$ cat src/rtl/keyclick_pkg.sv
package keyclick_pkg;
  localparam int FREQ_LSB = 0;
  localparam int DUR_LSB  = 4;
  localparam int AMP_LSB  = 8;
  localparam int EN_BIT   = 15;

  // Base ticks per half-cycle: the top pitch code gives one tick.
  function automatic int half_ticks(int freq_code, int freq_w);
    return 1 << (((1 << freq_w) - 1) - freq_code);
  endfunction

  // Half-cycles per burst: two full periods per length step.
  function automatic int burst_halves(int dur_code);
    return 4 * (dur_code + 1);
  endfunction

  // Output magnitude for a loudness code.
  function automatic int level_mag(int amp_code);
    return amp_code + 1;
  endfunction
endpackage

$ cat src/rtl/kc_tick_div.sv
module kc_tick_div #(
  parameter int DIV = 750
) (
  input  logic clk,
  input  logic rst_n,
  input  logic restart,
  input  logic run,
  output logic tick
);
  localparam int CNT_W = $clog2(DIV + 1);

  logic [CNT_W-1:0] cnt_q;
  logic             wrap;

  assign wrap = (cnt_q == CNT_W'(DIV - 1));
  assign tick = run && wrap;

  always_ff @(posedge clk or negedge rst_n) begin
    if (!rst_n)              cnt_q <= '0;
    else if (restart || !run) cnt_q <= '0;
    else if (wrap)           cnt_q <= '0;
    else                     cnt_q <= cnt_q + 1'b1;
  end
endmodule

$ cat src/rtl/kc_burst_seq.sv
module kc_burst_seq
  import keyclick_pkg::*;
#(
  parameter int FREQ_W   = 3,
  parameter int DUR_W    = 4,
  parameter int AMP_W    = 3,
  parameter int HALF_W   = 8,
  parameter int HALVES_W = 7,
  parameter int TONE_W   = 5
) (
  input  logic                     clk,
  input  logic                     rst_n,
  input  logic                     start,
  input  logic                     stop,
  input  logic                     tick,
  input  logic [FREQ_W-1:0]        freq_in,
  input  logic [DUR_W-1:0]         dur_in,
  input  logic [AMP_W-1:0]         amp_in,
  output logic                     active,
  output logic signed [TONE_W-1:0] tone,
  output logic                     half_end,
  output logic                     burst_end
);
  logic                     active_q;
  logic                     phase_hi_q;
  logic [HALF_W-1:0]        tick_cnt_q;
  logic [HALF_W-1:0]        half_lim_q;
  logic [HALVES_W-1:0]      half_cnt_q;
  logic [HALVES_W-1:0]      halves_lim_q;
  logic signed [TONE_W-1:0] mag_q;

  assign active    = active_q;
  assign half_end  = active_q && tick && (tick_cnt_q == half_lim_q - 1'b1);
  assign burst_end = half_end && (half_cnt_q == halves_lim_q - 1'b1);

  always_comb begin
    if (!active_q)       tone = '0;
    else if (phase_hi_q) tone = mag_q;
    else                 tone = -mag_q;
  end

  always_ff @(posedge clk or negedge rst_n) begin
    if (!rst_n) begin
      active_q     <= 1'b0;
      phase_hi_q   <= 1'b0;
      tick_cnt_q   <= '0;
      half_cnt_q   <= '0;
      half_lim_q   <= '0;
      halves_lim_q <= '0;
      mag_q        <= '0;
    end else if (start) begin
      active_q     <= 1'b1;
      phase_hi_q   <= 1'b1;
      tick_cnt_q   <= '0;
      half_cnt_q   <= '0;
      half_lim_q   <= HALF_W'(half_ticks(int'(freq_in), FREQ_W));
      halves_lim_q <= HALVES_W'(burst_halves(int'(dur_in)));
      mag_q        <= TONE_W'(level_mag(int'(amp_in)));
    end else if (stop || burst_end) begin
      active_q   <= 1'b0;
      phase_hi_q <= 1'b0;
    end else if (half_end) begin
      phase_hi_q <= !phase_hi_q;
      tick_cnt_q <= '0;
      half_cnt_q <= half_cnt_q + 1'b1;
    end else if (tick) begin
      tick_cnt_q <= tick_cnt_q + 1'b1;
    end
  end
endmodule

$ cat src/rtl/keyclick_gen.sv
module keyclick_gen
  import keyclick_pkg::*;
#(
  parameter int TICK_DIV = 750,
  parameter int FREQ_W   = 3,
  parameter int DUR_W    = 4,
  parameter int AMP_W    = 3
) (
  input  logic                    clk,
  input  logic                    rst_n,
  input  logic                    wr_en,
  input  logic [15:0]             wr_data,
  output logic [15:0]             rd_data,
  output logic signed [AMP_W+1:0] tone_out
);
  localparam int TONE_W   = AMP_W + 2;
  localparam int HALF_W   = ((1 << FREQ_W) - 1) + 1;
  localparam int HALVES_W = $clog2(4 * (1 << DUR_W) + 1);

  logic [FREQ_W-1:0] freq_q;
  logic [DUR_W-1:0]  dur_q;
  logic [AMP_W-1:0]  amp_q;
  logic              en_q;

  logic start, stop, tick, half_end, burst_end, seq_active;
  logic unused_bits;

  assign start       = wr_en && wr_data[EN_BIT];
  assign stop        = wr_en && !wr_data[EN_BIT];
  assign unused_bits = ^{wr_data[14:11], wr_data[7], wr_data[3], seq_active};

  always_ff @(posedge clk or negedge rst_n) begin
    if (!rst_n) begin
      freq_q <= '0;
      dur_q  <= '0;
      amp_q  <= '0;
      en_q   <= 1'b0;
    end else if (wr_en) begin
      freq_q <= wr_data[FREQ_LSB +: FREQ_W];
      dur_q  <= wr_data[DUR_LSB +: DUR_W];
      amp_q  <= wr_data[AMP_LSB +: AMP_W];
      en_q   <= wr_data[EN_BIT];
    end else if (burst_end) begin
      en_q   <= 1'b0;
    end
  end

  always_comb begin
    rd_data                       = '0;
    rd_data[FREQ_LSB +: FREQ_W]   = freq_q;
    rd_data[DUR_LSB +: DUR_W]     = dur_q;
    rd_data[AMP_LSB +: AMP_W]     = amp_q;
    rd_data[EN_BIT]               = en_q;
  end

  kc_tick_div #(.DIV(TICK_DIV)) u_tick (
    .clk     (clk),
    .rst_n   (rst_n),
    .restart (start),
    .run     (seq_active),
    .tick    (tick)
  );

  kc_burst_seq #(
    .FREQ_W   (FREQ_W),
    .DUR_W    (DUR_W),
    .AMP_W    (AMP_W),
    .HALF_W   (HALF_W),
    .HALVES_W (HALVES_W),
    .TONE_W   (TONE_W)
  ) u_seq (
    .clk       (clk),
    .rst_n     (rst_n),
    .start     (start),
    .stop      (stop),
    .tick      (tick),
    .freq_in   (wr_data[FREQ_LSB +: FREQ_W]),
    .dur_in    (wr_data[DUR_LSB +: DUR_W]),
    .amp_in    (wr_data[AMP_LSB +: AMP_W]),
    .active    (seq_active),
    .tone      (tone_out),
    .half_end  (half_end),
    .burst_end (burst_end)
  );
endmodule

$ cat config.mk
export PLATFORM = sky130hd
export DESIGN_NAME = keyclick_gen
export DESIGN_NICKNAME = d
export VERILOG_FILES = /design/src/rtl/keyclick_pkg.sv /design/src/rtl/kc_tick_div.sv /design/src/rtl/kc_burst_seq.sv /design/src/rtl/keyclick_gen.sv
export SDC_FILE = /design/constraint.sdc
export NUM_CORES = 1
export LEC_CHECK = 0
export ABC_CLOCK_PERIOD_IN_PS = 6660
export BUFFER_PORTS_ARGS = -buffer_cell sky130_fd_sc_hd__buf_2
export CAP_MARGIN = 20
export CORE_MARGIN = 10
export CORE_UTILIZATION = 30
export CTS_BUF_LIST = sky130_fd_sc_hd__clkbuf_8
export DETAILED_ROUTE_END_ITERATION = 10
export PLACE_DENSITY = 0.51
export REMOVE_ABC_BUFFERS = 1
export SETUP_SLACK_MARGIN = 0.5
export SLEW_MARGIN = 10
export SYNTH_ARGS = -nofsm -noshare
export SYNTH_HDL_FRONTEND = slang
export SYNTH_SLANG_ARGS = --single-unit
$ cat constraint.sdc
create_clock -name clk -period 6.66 [get_ports clk]
set_clock_uncertainty 0.05 [all_clocks]
set_input_delay 0.333 -clock clk [delete_from_list [all_inputs] [get_ports clk]]
set_output_delay 0.333 -clock clk [all_outputs]
set_load 0.005 [all_outputs]
==> results of run 1 <==
## worst max path at each step
| stage | end |
|---|---|
| floorplan | u_seq.half_cnt_q[3] |
| global placement | u_seq.half_cnt_q[4] |
| detailed placement | u_seq.half_cnt_q[4] |
| CTS | u_seq.half_cnt_q[4] |
| global route | u_seq.half_cnt_q[3] |
| finish | u_seq.half_cnt_q[4] |
## sequential cells by signal, indices dropped and copies added (netlist names)
| name | flops |
|---|---|
| u_seq.mag_q | 4 |
| u_seq.halves_lim_q | 5 |
| u_seq.active | 1 |
| u_seq.half_lim_q | 8 |
| u_tick.cnt_q | 10 |
| amp_q | 3 |
| u_seq.tick_cnt_q | 8 |
| u_seq.half_cnt_q | 7 |
| en_q | 1 |
| freq_q | 3 |
| u_seq.phase_hi_q | 1 |
| dur_q | 4 |
## cell usage after synthesis (7+ instances only)
cell / count / area share (%)
nor3_1: 7 / 1.1
xor2_1: 12 / 3.4
nor2_1: 20 / 2.4
nand4_1: 7 / 1.4
mux2_2: 10 / 3.6
inv_1: 15 / 1.8
nand2_1: 26 / 3.2
xnor2_1: 12 / 3.4
nand3_1: 20 / 3.2
ha_1: 9 / 3.6
o21ai_0: 17 / 2.8
o31ai_1: 7 / 1.7
dfrtp_1: 55 / 45
clkbuf_1: 12 / 1.5
## power by group
part	internal (mW)	leakage (nW)	switching [mW]
Sequential	0.353	0.722	0.0186
Combinational	0.0478	0.711	0.0584
Clock	0.0763	0.0461	0.120
Total	0.477	1.48	0.197
## kinds of logic (layout without fill, tap and decap cells)
group                      count (synthesis)  after routing  synth area share [%]
xor gates and xnor gates                  24             24                  6.81
muxes                                     14             14                  4.95
and+or+nand+nor                          121            121                  21.4
AOI/OAI and AO/OA                         59             59                  13.4
adders and majority gates                  9              9                  3.65
buffers and inverters                     35             54                  5.07
DFF                                       55             55                  44.6
other                                      1              5                 0.121
## final cells by class
cell class / count / share of cell area, %
clock buffers: 5 / 2.01
well taps: 133 / 4.86
multi-input cells: 232 / 45.9
clock inverters: 3 / 0.695
inverters: 15 / 1.65
flip-flops and latches: 55 / 40.2
repair buffers: 31 / 4.68
## layout by cell type, fill, tap and decap left out, types with 7 or more instances in the layout
| cell type | count |
|---|---|
| mux2_2 | 10 |
| nand2_1 | 26 |
| xnor2_1 | 12 |
| nor3_1 | 7 |
| ha_1 | 9 |
| nor2_1 | 20 |
| inv_1 | 15 |
| xor2_1 | 12 |
| dfrtp_1 | 55 |
| nand3_1 | 20 |
| nand4_1 | 7 |
| buf_2 | 29 |
| o21ai_0 | 17 |
| o31ai_1 | 7 |
## per-layer routing
layer  wire, um  part of all wire, %  track usage, %
met3        208                  3.2            1.44
met4         92                  1.4            3.13
met1       3150                   48            11.8
met2       3070                   47            15.6
met5          0                    0               0
## through the flow
step | utilization [%] | cell area [sq um] | setup slack [ps] | hold WS (ps)
after floorplan | - | 3000 | 4080 | -12.6
after global placement | 33.6 | 3330 | 3870 | 433
after detailed placement | 33.6 | 3330 | 3830 | 430
after CTS | 34.5 | 3420 | 3790 | 129
after global routing | 34.5 | 3420 | 3550 | 163
final | 34.5 | 3420 | 3770 | 98.1
==> impl_metrics.py, run 1 <==
metrics = {
    "routing": {
        "drt_iter0_drc": 96,
        "drc_errors": 0,
        "vias": 2363,
        "drt_pass1_iterations": 4,
        "ant_nets": 0,
        "wl_per_cell_um": 13.8,
        "viasPerCell": 4.99,
        "wl_um": 6520,
    },
    "grt": {
        "grt_max_degree": 56,
        "grt_pass1_wl_um": 11500,
        "antenna_found_initial": 0,
        "grt_usage_pct": 9.27,
        "grt_overflow_total": 0,
        "grt_pass1_vias": 2391,
    },
    "sta": {
        "hold_violations": 0,
        "worst_pin_slew_ps": 733,
        "setup_viol": 0,
        "rsz0062_at_grt": "no",
        "setup_tns_ps": 0,
        "fmax_ghz": 0.346,
        "period_needed_ps": 2890,
        "post-route-period-util_pct": 43.3,
        "slew_headroom_pct": 50.7,
        "drv_slew": 0,
    },
    "floorplanning": {
        "coreArea_sq_mm": 0.00991,
        "die_x_um": 121,
        "num_rows": 36,
        "die_h_um": 121,
        "start_util_pct": 31.1,
        "dieArea_sq_mm": 0.0147,
        "pin_count": 40,
    },
    "cts": {
        "clockBufferDepth": 2,
        "cts.reportedPaths.clkPinSlew_ps": 110,
        "cts_root_buffer": "clkbuf_8",
        "cts.sinks": 55,
        "cts_setup_buffers": 0,
        "cts_hold_buf": 0,
        "cts_inserted_buffers": 5,
        "cts_htree_levels": 2,
        "clk_latency_ps": 320,
        "cts_resized": 0,
        "cts_tree": "done",
    },
    "placed_design": {
        "place_inst": 466,
        "hpwl_um": 4780,
        "port_buffers": 29,
        "place_congestion": 0.751,
    },
    "layout": {
        "nFillCells": 1063,
        "layout-drive-gt1-share_pct": 17.0,
        "finalNonFillerCells": 474,
        "syn_to_final_growth_pct": 10.8,
        "multi_input_area_sq_mm": 0.00157,
        "diodes": 0,
        "regArea_sq_mm": 0.00138,
        "nets": 368,
    },
    "worst_setup_path": {
        "r2r_start": "u_seq.half_lim_q[0]",
        "r2r_slack_ps": 3770,
        "crit_buf_inv": 1,
        "crit_family": "simple AND/OR/NAND/NOR gates",
        "critPathMaxStageDelay_ps": 670,
        "worst-endpoint-required_ps": 6860,
        "startpoint": "u_seq.half_lim_q[0]",
        "r2r-end": "u_seq.half_cnt_q[4]",
        "criticalPathCategory": "reg2reg",
        "path_depth": 8,
        "crit_chain": "inv_1 > ha_1 > nand4bb_1 > a211oi_1 > o31ai_1 > or4_4 > or4_1 > nand2_1",
        "r2r_cells": 8,
        "arrival_ps": 3080,
        "cpMaxStageDelayCell": "or4_4",
        "cp-end-kind": "flip-flop",
        "start_kind": "flip-flop",
        "crit_fanout": 15,
    },
    "synthesis": {
        "synth_edf_count": 0,
        "yosysUniqueCellTypes": 53,
        "syn_inst": 318,
        "ys_seq_elements": 55,
        "ys_seq_area_share_pct": 44.6,
        "ys_async_sr_fraction_pct": 100,
        "netlist_area_sq_mm": 0.00309,
        "synth_area_per_cell_sq_um": 9.71,
        "yosys_warnings": 0,
        "yosys_most_used_dff": "dfrtp_1",
    },
    "pwr": {
        "irDropWorstVdd_mv": 0.0897,
        "finalPower_uw": 674,
        "p_leak_nw": 1.48,
        "power.density_mw_per_mm2": 197,
    },
    "run_status": {
        "status": "finished, final reports clean",
    },
    "worst_hold_path": {
        "worstHoldPathType": "in2async",
    },
    "job": {
        "drv_cap": 0,
    },
}
Note: power is estimated with default switching activity, not from simulation.
==> run 2, diff against run 1 <==
ABC_AREA = 1   (was unset)
ABC_CLOCK_PERIOD_IN_PS = 2880   (was 6660)
clock period = 2.88 ns   (was 6.66 ns; I/O delays follow)
==> run 2 against run 1 <==
First-iteration DRC count is 29% higher. Routed wire length is 9.5% higher. Worst setup slack worse by 3000 ps. Synthesized cell count is 28% higher. Via count is 12% higher. Fmax is 35% higher. Total power grew to 2.9 times the previous value. Sequential power grew to 2.6 times the previous value. Hold slack worse by 84 ps. Cell area is 6.0% higher. Largest cell class unchanged.
==> impl_metrics.py, run 2 <==
metrics = {
    "cts": {
        "clk_latency_ps": 320,
        "cts.sinks": 55,
        "cts_tree": "done",
        "clockBufferDepth": 2,
        "cts_inserted_buffers": 5,
        "cts.reportedPaths.clkPinSlew_ps": 100,
        "cts_root_buffer": "clkbuf_8",
        "cts_htree_levels": 2,
    },
    "floorplanning": {
        "die_h_um": 123,
        "coreArea_sq_mm": 0.0104,
        "pin_count": 40,
        "num_rows": 37,
        "start_util_pct": 30.8,
        "dieArea_sq_mm": 0.0152,
        "die_x_um": 123,
    },
    "layout": {
        "biggestRegsByFlops": "u_tick.cnt_q (10), u_seq.half_lim_q (8), u_seq.tick_cnt_q (8)",
        "diodes": 0,
        "nFillCells": 1142,
        "layout-drive-gt1-share_pct": 14.6,
        "nets": 467,
        "finalNonFillerCells": 575,
        "final_cell_mix": "nand2_1, dfrtp_1, nor2_1",
        "final_common_cell": "nand2_1",
        "largest-register": "u_tick.cnt_q",
        "final_area_sq_mm": 0.00362,
        "syn_to_final_growth_pct": 13.3,
        "largest_reg_flops": 10,
    },
    "synthesis": {
        "synthMuxAreaShare_pct": 2.82,
        "ys_async_sr_fraction_pct": 100,
        "synthSimpleGateAreaFrac_pct": 28.2,
        "netlist_area_sq_mm": 0.00320,
        "synth_top_family_by_area": "simple AND/OR/NAND/NOR gates",
        "synth_compound_area_share_pct": 6.61,
        "yosys.area_share.adder_pct": 3.52,
        "ys_seq_area_share_pct": 43.0,
        "synth_common_cells": "nand2_1, dfrtp_1, nor2_1, inv_1, nand3_1",
        "yosys_warnings": 0,
        "synth_edf_count": 0,
        "yosysUniqueCellTypes": 33,
        "yosysTopAreaCellShare_pct": 43.0,
        "synth_most_common_cell": "nand2_1",
        "synth_top_area_cell": "dfrtp_1",
        "synth.area.top_cells": "dfrtp_1, nand2_1, nor2_1",
        "synth_xor_xnor_area_share_pct": 7.67,
        "syn_inst": 407,
        "synth_area_per_cell_sq_um": 7.86,
        "yosys_most_used_dff": "dfrtp_1",
        "ys_seq_elements": 55,
    },
    "worst_hold_path": {
        "holdPathStages": 2,
        "hold_end": "u_seq.halves_lim_q[2]",
        "hold_path_startpoint": "wr_data[4]",
        "worstHoldPathType": "in2reg",
    },
    "grt": {
        "antenna_found_initial": 0,
        "grt_overflow_total": 0,
        "grt_usage_pct": 10.2,
        "grt_pass1_wl_um": 12700,
        "grt_max_degree": 25,
        "grt_pass1_vias": 2609,
    },
    "pwr": {
        "p_int_mw": 1.32,
        "power.density_mw_per_mm2": 542,
        "finalPower_mw": 1.97,
        "irDropWorstVdd_mv": 0.315,
        "p_sw_share_pct": 32.7,
        "p_comb_share_pct": 24.5,
        "clockPowerShare_pct": 26.4,
        "p_leak_nw": 1.78,
        "seqPwrFrac_pct": 49.1,
        "p_switching_uw": 643,
    },
    "placed_design": {
        "port_buffers": 29,
        "place_congestion": 0.828,
        "dpl_cell_area_sq_mm": 0.00347,
        "hpwl_um": 5470,
        "place_inst": 566,
    },
    "routing": {
        "drt_iter0_drc": 124,
        "viasPerCell": 4.58,
        "drc_errors": 0,
        "drt_pass1_iterations": 4,
        "wl_um": 7140,
        "vias": 2636,
        "wl_per_cell_um": 12.4,
        "ant_nets": 0,
    },
    "sta": {
        "period_needed_ps": 2140,
        "fmax_ghz": 0.468,
        "drv_slew": 0,
        "timing.hold.ws_ps": 14.2,
        "post-route-period-util_pct": 74.3,
        "hold_violations": 0,
        "slew_headroom_pct": 60.4,
        "rsz0062_at_grt": "no",
        "worst_pin_slew_ps": 594,
        "setup_tns_ps": 0,
        "setup_viol": 0,
    },
    "worst_setup_path": {
        "r2r_slack_ps": 740,
        "r2r_start": "u_seq.half_lim_q[0]",
        "start_kind": "flip-flop",
        "arrival_ps": 2350,
        "crit_fanout": 18,
        "worst-endpoint-required_ps": 3090,
        "r2r_cells": 16,
        "cp-end-kind": "flip-flop",
        "criticalPathCategory": "reg2reg",
        "r2r-end": "u_seq.half_cnt_q[4]",
    },
    "job": {
        "drv_cap": 0,
    },
    "run_status": {
        "status": "finished, final reports clean",
    },
}
[run 2: changes by cell type in the layout (fill, tap and decap cells not counted), sizes merged, moves of 5 or more]
| cell | change |
|---|---|
| nand2 | +84 |
| inv | +29 |
| nor2 | +29 |
| nand3 | +16 |
| or4 | -7 |
| a21oi | +6 |
| o31ai | -6 |
| nand2b | -5 |
| o211ai | -5 |
[run 2: stage by stage]
stage	setup WS (ps)	util, %
6_report	741	35.0
5_1_grt	498	35.0
4_1_cts	511	34.6
3_5_place_dp	538	33.5
3_3_place_gp	585	33.5
2_1_floorplan	959	-
[run 2: per-layer routing]
metal,global-route usage [%],vias up,part of all wire (%)
li1,-,1349,-
met1,13.4,1231,48
met2,16.2,46,46
met3,2.46,10,4.5
met4,3.57,0,1.7
met5,0,-,0
[run 2: how the worst max path moves through the flow]
stage	start	cells after the start	slack [ps]	to
after floorplan	u_seq.half_lim_q[0]	13	960	u_seq.half_cnt_q[3]
after global placement	u_seq.half_lim_q[0]	15	590	u_seq.half_cnt_q[2]
after detailed placement	u_seq.half_lim_q[0]	15	540	u_seq.half_cnt_q[4]
after CTS	u_seq.half_lim_q[0]	15	510	u_seq.half_cnt_q[4]
after global routing	u_seq.half_lim_q[0]	14	500	u_seq.tick_cnt_q[1]
final	u_seq.half_lim_q[0]	16	740	u_seq.half_cnt_q[4]
[run 2: layout make-up]
| type | count | area, sq um | share of cell area, % |
|---|---|---|---|
| Multi-Input combinational cell | 297 | 1610 | 44.4 |
| Sequential cell | 55 | 1380 | 38.0 |
| Timing Repair Buffer | 35 | 193 | 5.32 |
| Tap cell | 136 | 170 | 4.69 |
| Inverter | 45 | 169 | 4.66 |
| Clock buffer | 5 | 68.8 | 1.90 |
| Clock inverter | 2 | 37.5 | 1.04 |
[run 2: power by group through the flow]
stage	Clock (mW)	Combinational (mW)	Sequential (mW)
floorplan	0	0.348	0.956
global placement	0	0.472	0.980
detailed placement	0	0.479	0.982
CTS	0.545	0.483	0.968
global route	0.578	0.576	0.986
finish	0.518	0.481	0.966
[run 2: critical path, stage by stage, from the launching register on]
cell and delay, ps:
dfrtp_1 400, inv_2 110, ha_1 240, inv_1 60
nand2_1 80, nand3_1 70, nand2_1 100, nand2_1 50
nor2_1 120, nand2_1 80, nor2_2 120, nand3_1 100
nand2_2 130, nand2_8 140, nand2_4 130, nand2_1 60
nand2_1 60
[run 2: repair_timing]
item / in CTS / in global routing
gates resized for setup: 0 / 6
buffers inserted: 0 / 1
hold buffers: 1 / 0
hold endpoints to repair: 10 / 0
endpoints found under the setup margin: 0 / 16
[run 2: kinds of logic (layout without fill, tap and decap cells)]
kind of cell             Yosys count  in the layout
adder cells (fa/ha/maj)            9              9
AND/OR/NAND/NOR                  209            209
multiplexers                       8              8
other                              1              5
AO/OA/AOI/OAI                     38             38
buffers and inverters             59             87
flip-flops                        55             55
XOR/XNOR                          28             28
==> run 3, diff against run 2 <==
ABC_CLOCK_PERIOD_IN_PS = 2050   (was 2880)
clock period = 2.05 ns   (was 2.88 ns; I/O delays follow)
==> run 3 against run 2 <==
Cell area is 12% higher. Hold slack worse by 9.1 ps. Combinational power grew 81%. Total power increased by 47%. Final cell count rose by 5.4%. Flip-flop and latch count is the same. First-iteration DRC count fell by 15%. Non-clock buffer count is 28 higher. Largest power group unchanged. Highest routed layer unchanged.
==> impl_metrics.py, run 3 (synthesis gave the netlist of run 2 again) <==
metrics = {
    "layout": {
        "nets": 497,
        "final_common_cell": "nand2_1",
        "final_area_sq_mm": 0.00406,
        "largest_reg_flops": 10,
        "layout-drive-gt1-share_pct": 27.2,
        "final_cell_mix": "nand2_1, dfrtp_1, inv_1, nor2_1, nand3_1",
        "diodes": 0,
        "syn_to_final_growth_pct": 27.0,
        "biggestRegsByFlops": "u_tick.cnt_q (10), u_seq.half_lim_q (8), u_seq.tick_cnt_q (8)",
        "largest-register": "u_tick.cnt_q",
    },
    "placed_design": {
        "hpwl_um": 5590,
        "dpl_cell_area_sq_mm": 0.00359,
        "place_congestion": 0.824,
        "port_buffers": 29,
    },
    "floorplanning": {
        "pin_count": 40,
        "num_rows": 37,
        "start_util_pct": 30.8,
        "die_h_um": 123,
        "die_x_um": 123,
        "dieArea_sq_mm": 0.0152,
        "coreArea_sq_mm": 0.0104,
    },
    "sta": {
        "drv_slew": 0,
        "post-route-period-util_pct": 99.3,
        "fmax_ghz": 0.491,
        "setup_viol": 0,
        "hold_violations": 0,
        "period_needed_ps": 2040,
        "rsz0062_at_grt": "yes",
        "setup_tns_ps": 0,
    },
    "pwr": {
        "power.density_mw_per_mm2": 710,
        "irDropWorstVdd_mv": 0.342,
        "p_leak_nw": 1.96,
        "finalPower_mw": 2.88,
    },
    "worst_setup_path": {
        "crit_chain": "inv_2 > ha_4 > xnor2_2 > nor2_2 > nand2_1 > nor2_1 > nand2_1 > nor2_4 > nand3_2 > nand2_4 > nand2_8 > nand2_8 > nand2_1 > nand2_1",
        "worst-endpoint-required_ps": 2260,
        "r2r_start": "u_seq.half_lim_q[0]",
        "start_kind": "flip-flop",
        "critPathMaxStageDelay_ps": 410,
        "cpMaxStageDelayCell": "dfrtp_1",
        "arrival_ps": 2250,
        "crit_fanout": 7,
        "path_depth": 14,
        "crit_family": "simple AND/OR/NAND/NOR gates",
        "startpoint": "u_seq.half_lim_q[0]",
        "r2r_slack_ps": 10,
        "r2r-end": "u_seq.half_cnt_q[1]",
        "cp-end-kind": "flip-flop",
        "r2r_cells": 14,
        "crit_buf_inv": 1,
        "criticalPathCategory": "reg2reg",
        "cp_common_cell": "nand2_1",
    },
    "grt": {
        "grt_pass1_wl_um": 13100,
        "grt_pass1_vias": 2796,
        "grt_usage_pct": 10.5,
        "antenna_found_initial": 0,
        "grt_overflow_total": 0,
        "grt_max_degree": 38,
    },
    "routing": {
        "drt_iter0_drc": 106,
        "vias": 2767,
        "drc_errors": 0,
        "wl_um": 7730,
        "viasPerCell": 4.57,
        "ant_nets": 0,
        "drt_pass1_iterations": 5,
        "wl_per_cell_um": 12.8,
    },
    "cts": {
        "cts.reportedPaths.clkPinSlew_ps": 100,
        "cts_tree": "done",
        "cts_inserted_buffers": 5,
        "cts_root_buffer": "clkbuf_8",
        "cts.sinks": 55,
        "clk_latency_ps": 320,
        "cts_htree_levels": 2,
        "clockBufferDepth": 2,
    },
    "worst_hold_path": {
        "worstHoldPathType": "in2reg",
        "hold_path_startpoint": "wr_data[5]",
        "holdPathStages": 2,
        "hold_end": "dur_q[1]",
    },
    "job": {
        "drv_cap": 0,
    },
    "run_status": {
        "status": "finished, final reports clean",
    },
}
## run 3: cell count changes in the layout (fill, tap and decap cells not counted), sizes merged
cell         delta
dlygate4sd3     +5
bufinv          -1
inv             +2
buf            +23
clkinv          +1
clkinvlp        -1
nand2           +2
## run 3: how the worst max path moves through the flow
stage,endpoint,slack (ps)
CTS,u_seq.half_cnt_q[2],60
floorplan,u_seq.half_cnt_q[3],130
global route,u_seq.tick_cnt_q[1],-150
detailed placement,u_seq.half_cnt_q[4],-50
finish,u_seq.half_cnt_q[1],10
global placement,u_seq.half_cnt_q[1],-30
## run 3: cell type report
type	count	area [sq um]
fill	1102	6310
timing repair buffer	63	443
inverter	45	169
sequential	55	1380
clock inverter	3	22.5
clock buffer	5	68.8
tap	136	170
multi-input combinational	299	1810
## run 3: stage by stage
| step | hold WS [ps] | setup slack (ps) | std cells | util, % |
|---|---|---|---|---|
| floorplan | -243 | 129 | 397 | - |
| global placement | 30.3 | -26.3 | 580 | 34.6 |
| detailed placement | 31.7 | -50.9 | 580 | 34.6 |
| CTS | 1.29 | 60.0 | 602 | 37.7 |
| global route | 4.22 | -146 | 606 | 39.2 |
| finish | 5.13 | 13.6 | 606 | 39.2 |
## run 3: power by group
group,leakage [nW],internal (mW),switching (mW)
logic,1.20,0.419,0.453
clock network,0.0489,0.249,0.395
registers,0.707,1.21,0.159
## run 3: layer usage
metal | global-route usage (%) | share of wire, % | up-vias
met3 | 2.19 | 3.8 | 11
met1 | 12.6 | 46 | 1303
li1 | - | - | 1416
met4 | 3.78 | 1.7 | 0
met5 | 0 | 0 | -
met2 | 18.2 | 48 | 37
## run 3: repair_timing
| action | in CTS | in global routing |
|---|---|---|
| endpoints found under the hold margin | 23 | 0 |
| gates resized for setup | 25 | 34 |
| hold buffers | 6 | 0 |
| setup buffers | 6 | 4 |
| pin swaps | 8 | 10 |
| gates cloned | 2 | 0 |
| endpoints found under the setup margin | 22 | 32 |
